[src/rtl/wkr_pkg.sv]
package wkr_pkg;
  localparam int BYTE_W   = 8;
  localparam int FLAG_BIT = 7;
  localparam int ACK_BIT  = 6;
endpackage

[src/rtl/wkr_interval_cnt.sv]
module wkr_interval_cnt #(
  parameter int W = 6
) (
  input  logic         clk,
  input  logic         rst,
  input  logic         restart,
  input  logic         en,
  input  logic         adv,
  input  logic [W-1:0] lim,
  output logic         fire
);
  logic [W-1:0] cnt;

  always_ff @(posedge clk) begin
    if (rst || restart || !en) begin
      cnt  <= '0;
      fire <= 1'b0;
    end else begin
      fire <= 1'b0;
      if (adv) begin
        if (cnt == lim - W'(1)) begin
          cnt  <= '0;
          fire <= 1'b1;
        end else begin
          cnt <= cnt + W'(1);
        end
      end
    end
  end

  // the running count stays inside the programmed interval
  p_cnt_range_r2: assert property (@(posedge clk) disable iff (rst)
    en |-> (cnt < lim));

  // an interval end only follows an advance
  p_fire_adv_r4: assert property (@(posedge clk) disable iff (rst)
    fire |-> $past(adv));
endmodule

[src/rtl/wkr_regs.sv]
module wkr_regs #(
  parameter int W = 6
) (
  input  logic         clk,
  input  logic         rst_por,
  input  logic         rst_gen,
  input  logic         wr_ctl,
  input  logic         wr_wake,
  input  logic [W-1:0] wfield,
  input  logic         ack_bit,
  input  logic         set_flag,
  output logic [W-1:0] wut,
  output logic [W-1:0] prst,
  output logic         flag,
  output logic         restart_w,
  output logic         restart_r
);
  logic         rst_any;
  logic [W-1:0] prst_nxt;

  assign rst_any = rst_por | rst_gen;

  // reset-field write wins the interlock when both land together
  assign restart_r = wr_ctl && (wfield != prst) && ((wfield != '0) || (wut != '0));
  assign prst_nxt  = restart_r ? wfield : prst;
  assign restart_w = wr_wake && (wfield != wut) && ((wfield != '0) || (prst_nxt != '0));

  always_ff @(posedge clk) begin
    if (rst_any) begin
      wut  <= '1;
      prst <= '1;
    end else begin
      prst <= prst_nxt;
      if (restart_w) wut <= wfield;
    end
  end

  always_ff @(posedge clk) begin
    if (rst_por)                flag <= 1'b0;
    else if (set_flag)          flag <= 1'b1;
    else if (wr_ctl && ack_bit) flag <= 1'b0;
  end

  // the two fields are never both zero
  p_interlock_r6: assert property (@(posedge clk) disable iff (rst_any)
    (wut != '0) || (prst != '0));

  // a refused wake zero write leaves the field
  p_wut_refuse_r6: assert property (@(posedge clk) disable iff (rst_any)
    (wr_wake && (wfield == '0) && (prst == '0)) |=> $stable(wut));

  // a refused reset zero write leaves the field
  p_prst_refuse_r7: assert property (@(posedge clk) disable iff (rst_any)
    (wr_ctl && (wfield == '0) && (wut == '0)) |=> $stable(prst));

  // acknowledge clears the flag unless a new pulse sets it
  p_ack_clear_r8: assert property (@(posedge clk) disable iff (rst_por)
    (wr_ctl && ack_bit && !set_flag) |=> !flag);

  // power-on reset clears the flag
  p_flag_por_r9: assert property (@(posedge clk)
    rst_por |=> !flag);

  // general reset keeps the flag
  p_flag_keep_r9: assert property (@(posedge clk) disable iff (rst_por)
    (flag && rst_gen) |=> flag);
endmodule

[src/rtl/wakeup_reset_ctrl.sv]
module wakeup_reset_ctrl #(
  parameter int W = 6
) (
  input  logic                      clk,
  input  logic                      rst_por,
  input  logic                      rst_gen,
  input  logic                      tick,
  input  logic                      wr_ctl,
  input  logic                      wr_wake,
  input  logic [wkr_pkg::BYTE_W-1:0] wdata,
  input  logic                      wake_ack,
  output logic [wkr_pkg::BYTE_W-1:0] rd_ctl,
  output logic [wkr_pkg::BYTE_W-1:0] rd_wake,
  output logic                      wake_irq,
  output logic                      per_rst
);
  localparam int BW = wkr_pkg::BYTE_W;

  logic         rst_any;
  logic [W-1:0] wut, prst, lim_w;
  logic         flag, restart_w, restart_r, wake_evt, wake_on, rst_on;

  assign rst_any = rst_por | rst_gen;
  assign wake_on = (wut != '0);
  assign rst_on  = (prst != '0);
  assign lim_w   = wake_on ? wut : '1;

  wkr_regs #(.W(W)) u_regs (
    .clk(clk), .rst_por(rst_por), .rst_gen(rst_gen),
    .wr_ctl(wr_ctl), .wr_wake(wr_wake), .wfield(wdata[W-1:0]),
    .ack_bit(wdata[wkr_pkg::ACK_BIT]), .set_flag(per_rst),
    .wut(wut), .prst(prst), .flag(flag),
    .restart_w(restart_w), .restart_r(restart_r)
  );

  wkr_interval_cnt #(.W(W)) u_wake_cnt (
    .clk(clk), .rst(rst_any), .restart(restart_w), .en(1'b1),
    .adv(tick), .lim(lim_w), .fire(wake_evt)
  );

  wkr_interval_cnt #(.W(W)) u_rst_cnt (
    .clk(clk), .rst(rst_any), .restart(restart_r), .en(rst_on),
    .adv(wake_evt), .lim(prst), .fire(per_rst)
  );

  always_ff @(posedge clk) begin
    if (rst_any)                  wake_irq <= 1'b0;
    else if (wake_evt && wake_on) wake_irq <= 1'b1;
    else if (wake_ack)            wake_irq <= 1'b0;
  end

  assign rd_ctl  = {flag, (BW-1)'(prst)};
  assign rd_wake = BW'(wut);

  // pending interrupt holds until acknowledged
  p_irq_hold_r3: assert property (@(posedge clk) disable iff (rst_any)
    (wake_irq && !wake_ack) |=> wake_irq);

  // acknowledge without a new event drops the interrupt
  p_irq_ack_r3: assert property (@(posedge clk) disable iff (rst_any)
    (wake_ack && !wake_evt) |=> !wake_irq);

  // no periodic reset while the reset field is zero
  p_off_no_rst_r7: assert property (@(posedge clk) disable iff (rst_any)
    !rst_on |=> !per_rst);

  // writing the flag bit alone never sets the flag
  p_flag_wr_ignored_r8: assert property (@(posedge clk) disable iff (rst_por)
    (wr_ctl && wdata[wkr_pkg::FLAG_BIT] && !wdata[wkr_pkg::ACK_BIT] && !flag && !per_rst) |=> !flag);
endmodule

[config.mk]
export PLATFORM = sky130hd
export DESIGN_NAME = wakeup_reset_ctrl
export DESIGN_NICKNAME = d
export VERILOG_FILES = /design/src/rtl/wkr_pkg.sv /design/src/rtl/wkr_interval_cnt.sv /design/src/rtl/wkr_regs.sv /design/src/rtl/wakeup_reset_ctrl.sv
export SDC_FILE = /design/constraint.sdc
export NUM_CORES = 1
export LEC_CHECK = 0
export ABC_AREA = 1
export BUFFER_PORTS_ARGS = -buffer_cell sky130_fd_sc_hd__buf_2
export CORE_ASPECT_RATIO = 1.75
export CORE_UTILIZATION = 30
export CTS_CLUSTER_SIZE = 8
export DETAILED_ROUTE_END_ITERATION = 8
export SLEW_MARGIN = 10
export SYNTH_ARGS = -nofsm -noshare
export SYNTH_HDL_FRONTEND = slang
export SYNTH_SLANG_ARGS = --single-unit
[constraint.sdc]
create_clock -name clk -period 2.6 [get_ports clk]
set_clock_uncertainty 0.1 [all_clocks]
set_input_delay 0.26 -clock clk [delete_from_list [all_inputs] [get_ports clk]]
set_output_delay 0.26 -clock clk [all_outputs]
set_load 0.03 [all_outputs]
==> impl_metrics.env <==
export IMPL_status="finished clean"
export IMPL_hold_worst_slack_ns=0.0277
export IMPL_cts_resized=0
export IMPL_dieArea_um2=6850
export IMPL_ys_seq_elements=28
export IMPL_min_path_type="in2reg"
export IMPL_hold_viol_final=0
export IMPL_cap_violations=0
export IMPL_period_minus_slack_ns=2.31
export IMPL_setup_viol=0
export IMPL_numPortBuffers=28
export IMPL_cts_setup_buffers=0
export IMPL_yosys_top_cells_area="dfxtp_1, nand2_1, nand3_1"
export IMPL_hold_buffers=0
export IMPL_start_util=0.314
export IMPL_endpoint_kind="flip-flop"
export IMPL_fp_dieH_um=109
export IMPL_syn_to_final_growth_pct=16.1
export IMPL_yosysTopAreaCell="dfxtp_1"
export IMPL_multi_input_area_um2=1240
export IMPL_grt_pass1_wl_um=8300
export IMPL_antenna_left=0
export IMPL_register_area_um2=561
export IMPL_total_leakage_power_nw=1.03
export IMPL_path_clk_slew_ns=0.10
export IMPL_path_max_fanout=6
export IMPL_power_density_nw_per_um2=429
export IMPL_routedWlPerCell_um=11.8
export IMPL_drive_above_1_share=0.267
export IMPL_synthesis_area_um2=1950
export IMPL_fin_setup_tns_ns=0
export IMPL_drt_initial_drc_count=68
export IMPL_grt_ovfl_total=0
export IMPL_gp_congestion=0.851
export IMPL_crit_type="reg2reg"
export IMPL_grt_max_degree=17
export IMPL_tritoncts="yes"
export IMPL_cts_root_buf="clkbuf_8"
export IMPL_min_period_over_period=0.890
export IMPL_yosysTopAreaCellShare=0.287
export IMPL_stdcell_count=395
export IMPL_fillers=698
export IMPL_dp_cells=391
export IMPL_seq_area_frac_synth=0.287
export IMPL_critPathArrivalTime_ns=2.41
export IMPL_coreArea_um2=6230
export IMPL_vias_per_cell=4.54
export IMPL_wl_um=4660
export IMPL_required_ns=2.70
export IMPL_die_w_um=63.0
export IMPL_cts_buffers=3
export IMPL_clkLatencyLatePin_ns=0.29
export IMPL_cts_sinks=28
export IMPL_synth_cells=282
export IMPL_yosys_warnings=0
export IMPL_drt_first_pass_iters=4
export IMPL_rows=38
export IMPL_n_antenna_cell=0
export IMPL_remaining_drc_errors=0
export IMPL_irDropWorstVdd_uv=209
export IMPL_clockBufferDepth=2
export IMPL_grt_usage=0.154
export IMPL_syn_area_per_cell_um2=6.93
export IMPL_hold_depth=2
export IMPL_ios=33
export IMPL_max_freq_mhz=432
export IMPL_drv_slew=0
export IMPL_grt_pass1_vias=1887
export IMPL_layout_nets=335
export IMPL_crit_path_start_kind="flip-flop"
export IMPL_num_vias=1793
export IMPL_rsz0062_at_grt="false"
export IMPL_ys_types=29
export IMPL_r2r_cells=12
export IMPL_dp_hpwl_um=3860
export IMPL_antenna_found_initial=0
export IMPL_ctsHtreeMaxLevel=1
[worst max-delay path: stages, from the launching register on]
cell and delay [ns]:
dfxtp_1 0.39, nor2_4 0.19, nand3_4 0.14, nand2_1 0.11, inv_1 0.06, ha_1 0.24
xnor2_1 0.17, xor2_1 0.16, nand3_1 0.08, nor2_1 0.12, nand3_1 0.20, nand3b_1 0.20
nor2_4 0.05
[placed cells by master (no fill, tap or decap)]
cell type and count:
nand2_1 70, nand3_1 34, nor2_1 33, buf_2 28, dfxtp_1 28, inv_1 24
xor2_1 12, inv_2 10, nand2_2 10, nor2_4 8, nor2_2 8, a21oi_1 6
xnor2_1 5, ha_1 4, buf_4 4, nor3_1 3, or2_2 3, nand2_8 3
nor4_1 3, conb_1 3, clkbuf_8 3, nand3_4 2, nand4_1 2, nand3b_1 2
nor2_8 1, o31ai_1 1, o21ai_2 1, nand3_2 1, nand2_4 1, a22oi_1 1
bufinv_16 1
[per-stage QoR]
| step | util | instance area [um2] | total power, mW | worst slack, ns |
|---|---|---|---|---|
| floorplan | - | 1960 | 0.577 | 0.416 |
| global placement | 0.353 | 2200 | 0.623 | 0.320 |
| detailed placement | 0.353 | 2200 | 0.625 | 0.286 |
| CTS | 0.364 | 2270 | 0.984 | 0.263 |
| global route | 0.364 | 2270 | 1.02 | 0.102 |
| finish | 0.364 | 2270 | 0.973 | 0.286 |
[layout make-up]
cell class / instances / area share
clock buffers: 3 / 0.0182
clock inverters: 1 / 0.0132
inverters: 34 / 0.0562
multi-input cells: 217 / 0.546
flip-flops and latches: 28 / 0.247
well taps: 80 / 0.0441
repair buffers: 32 / 0.0750
[registers in the layout, summed over array words and instances (netlist names)]
signal,cells
u_regs.prst,6
u_wake_cnt.cnt,6
u_wake_cnt.fire,1
u_regs.flag,1
u_rst_cnt.fire,1
u_regs.wut,6
u_rst_cnt.cnt,6
wake_irq,1
[cells in the mapped netlist]
master,count
clkbuf_1,1
nand2_8,3
o21ai_2,1
ha_1,4
nand4_1,2
nand2_4,1
nor3_1,3
nor2_4,8
nor2_2,8
a21oi_1,6
a22oi_1,1
nand3_2,1
inv_1,24
o31ai_1,1
or2_2,3
xor2_1,12
xnor2_1,5
nor2_8,1
nand2_2,10
nand3_4,2
nand3b_1,2
conb_1,1
nor2_1,33
dfxtp_1,28
nand3_1,34
inv_2,10
nand2_1,70
buf_4,4
nor4_1,3
[final timing paths]
| check | from | to | slack [ns] |
|---|---|---|---|
| worst min register to register | wake_irq | wake_irq | 0.37 |
| worst max register to register | u_regs.wut[2] | u_wake_cnt.cnt[2] | 0.29 |
| worst max-delay path | u_regs.wut[2] | u_wake_cnt.cnt[2] | 0.29 |
| worst min-delay path | rst_por | u_regs.flag | 0.03 |
[report_power, final]
group	leakage (nW)	total [mW]	switching (mW)	internal, mW
Sequential	0.227	0.449	0.0121	0.437
Clock	0.0357	0.360	0.153	0.207
Combinational	0.764	0.165	0.110	0.0549
Total	1.03	0.973	0.275	0.698
[layer usage]
layer	track usage	share of wire	vias to the layer above
met5	0	0	-
met4	0.0997	0.045	0
met3	0.0188	0.033	15
met2	0.300	0.54	33
met1	0.149	0.38	802
li1	-	-	943
[cell families (layout without fill, tap and decap cells)]
kind of cell | Yosys count | count (layout) | synth area share
buffers and inverters | 39 | 70 | 0.0826
AO/OA/AOI/OAI | 9 | 9 | 0.0275
XOR/XNOR | 17 | 17 | 0.0762
other | 1 | 3 | 0.00192
flip-flops | 28 | 28 | 0.287
AND/OR/NAND/NOR | 184 | 184 | 0.499
adder cells (fa/ha/maj) | 4 | 4 | 0.0256
No activity file was read; power rests on OpenSTA's default activity.
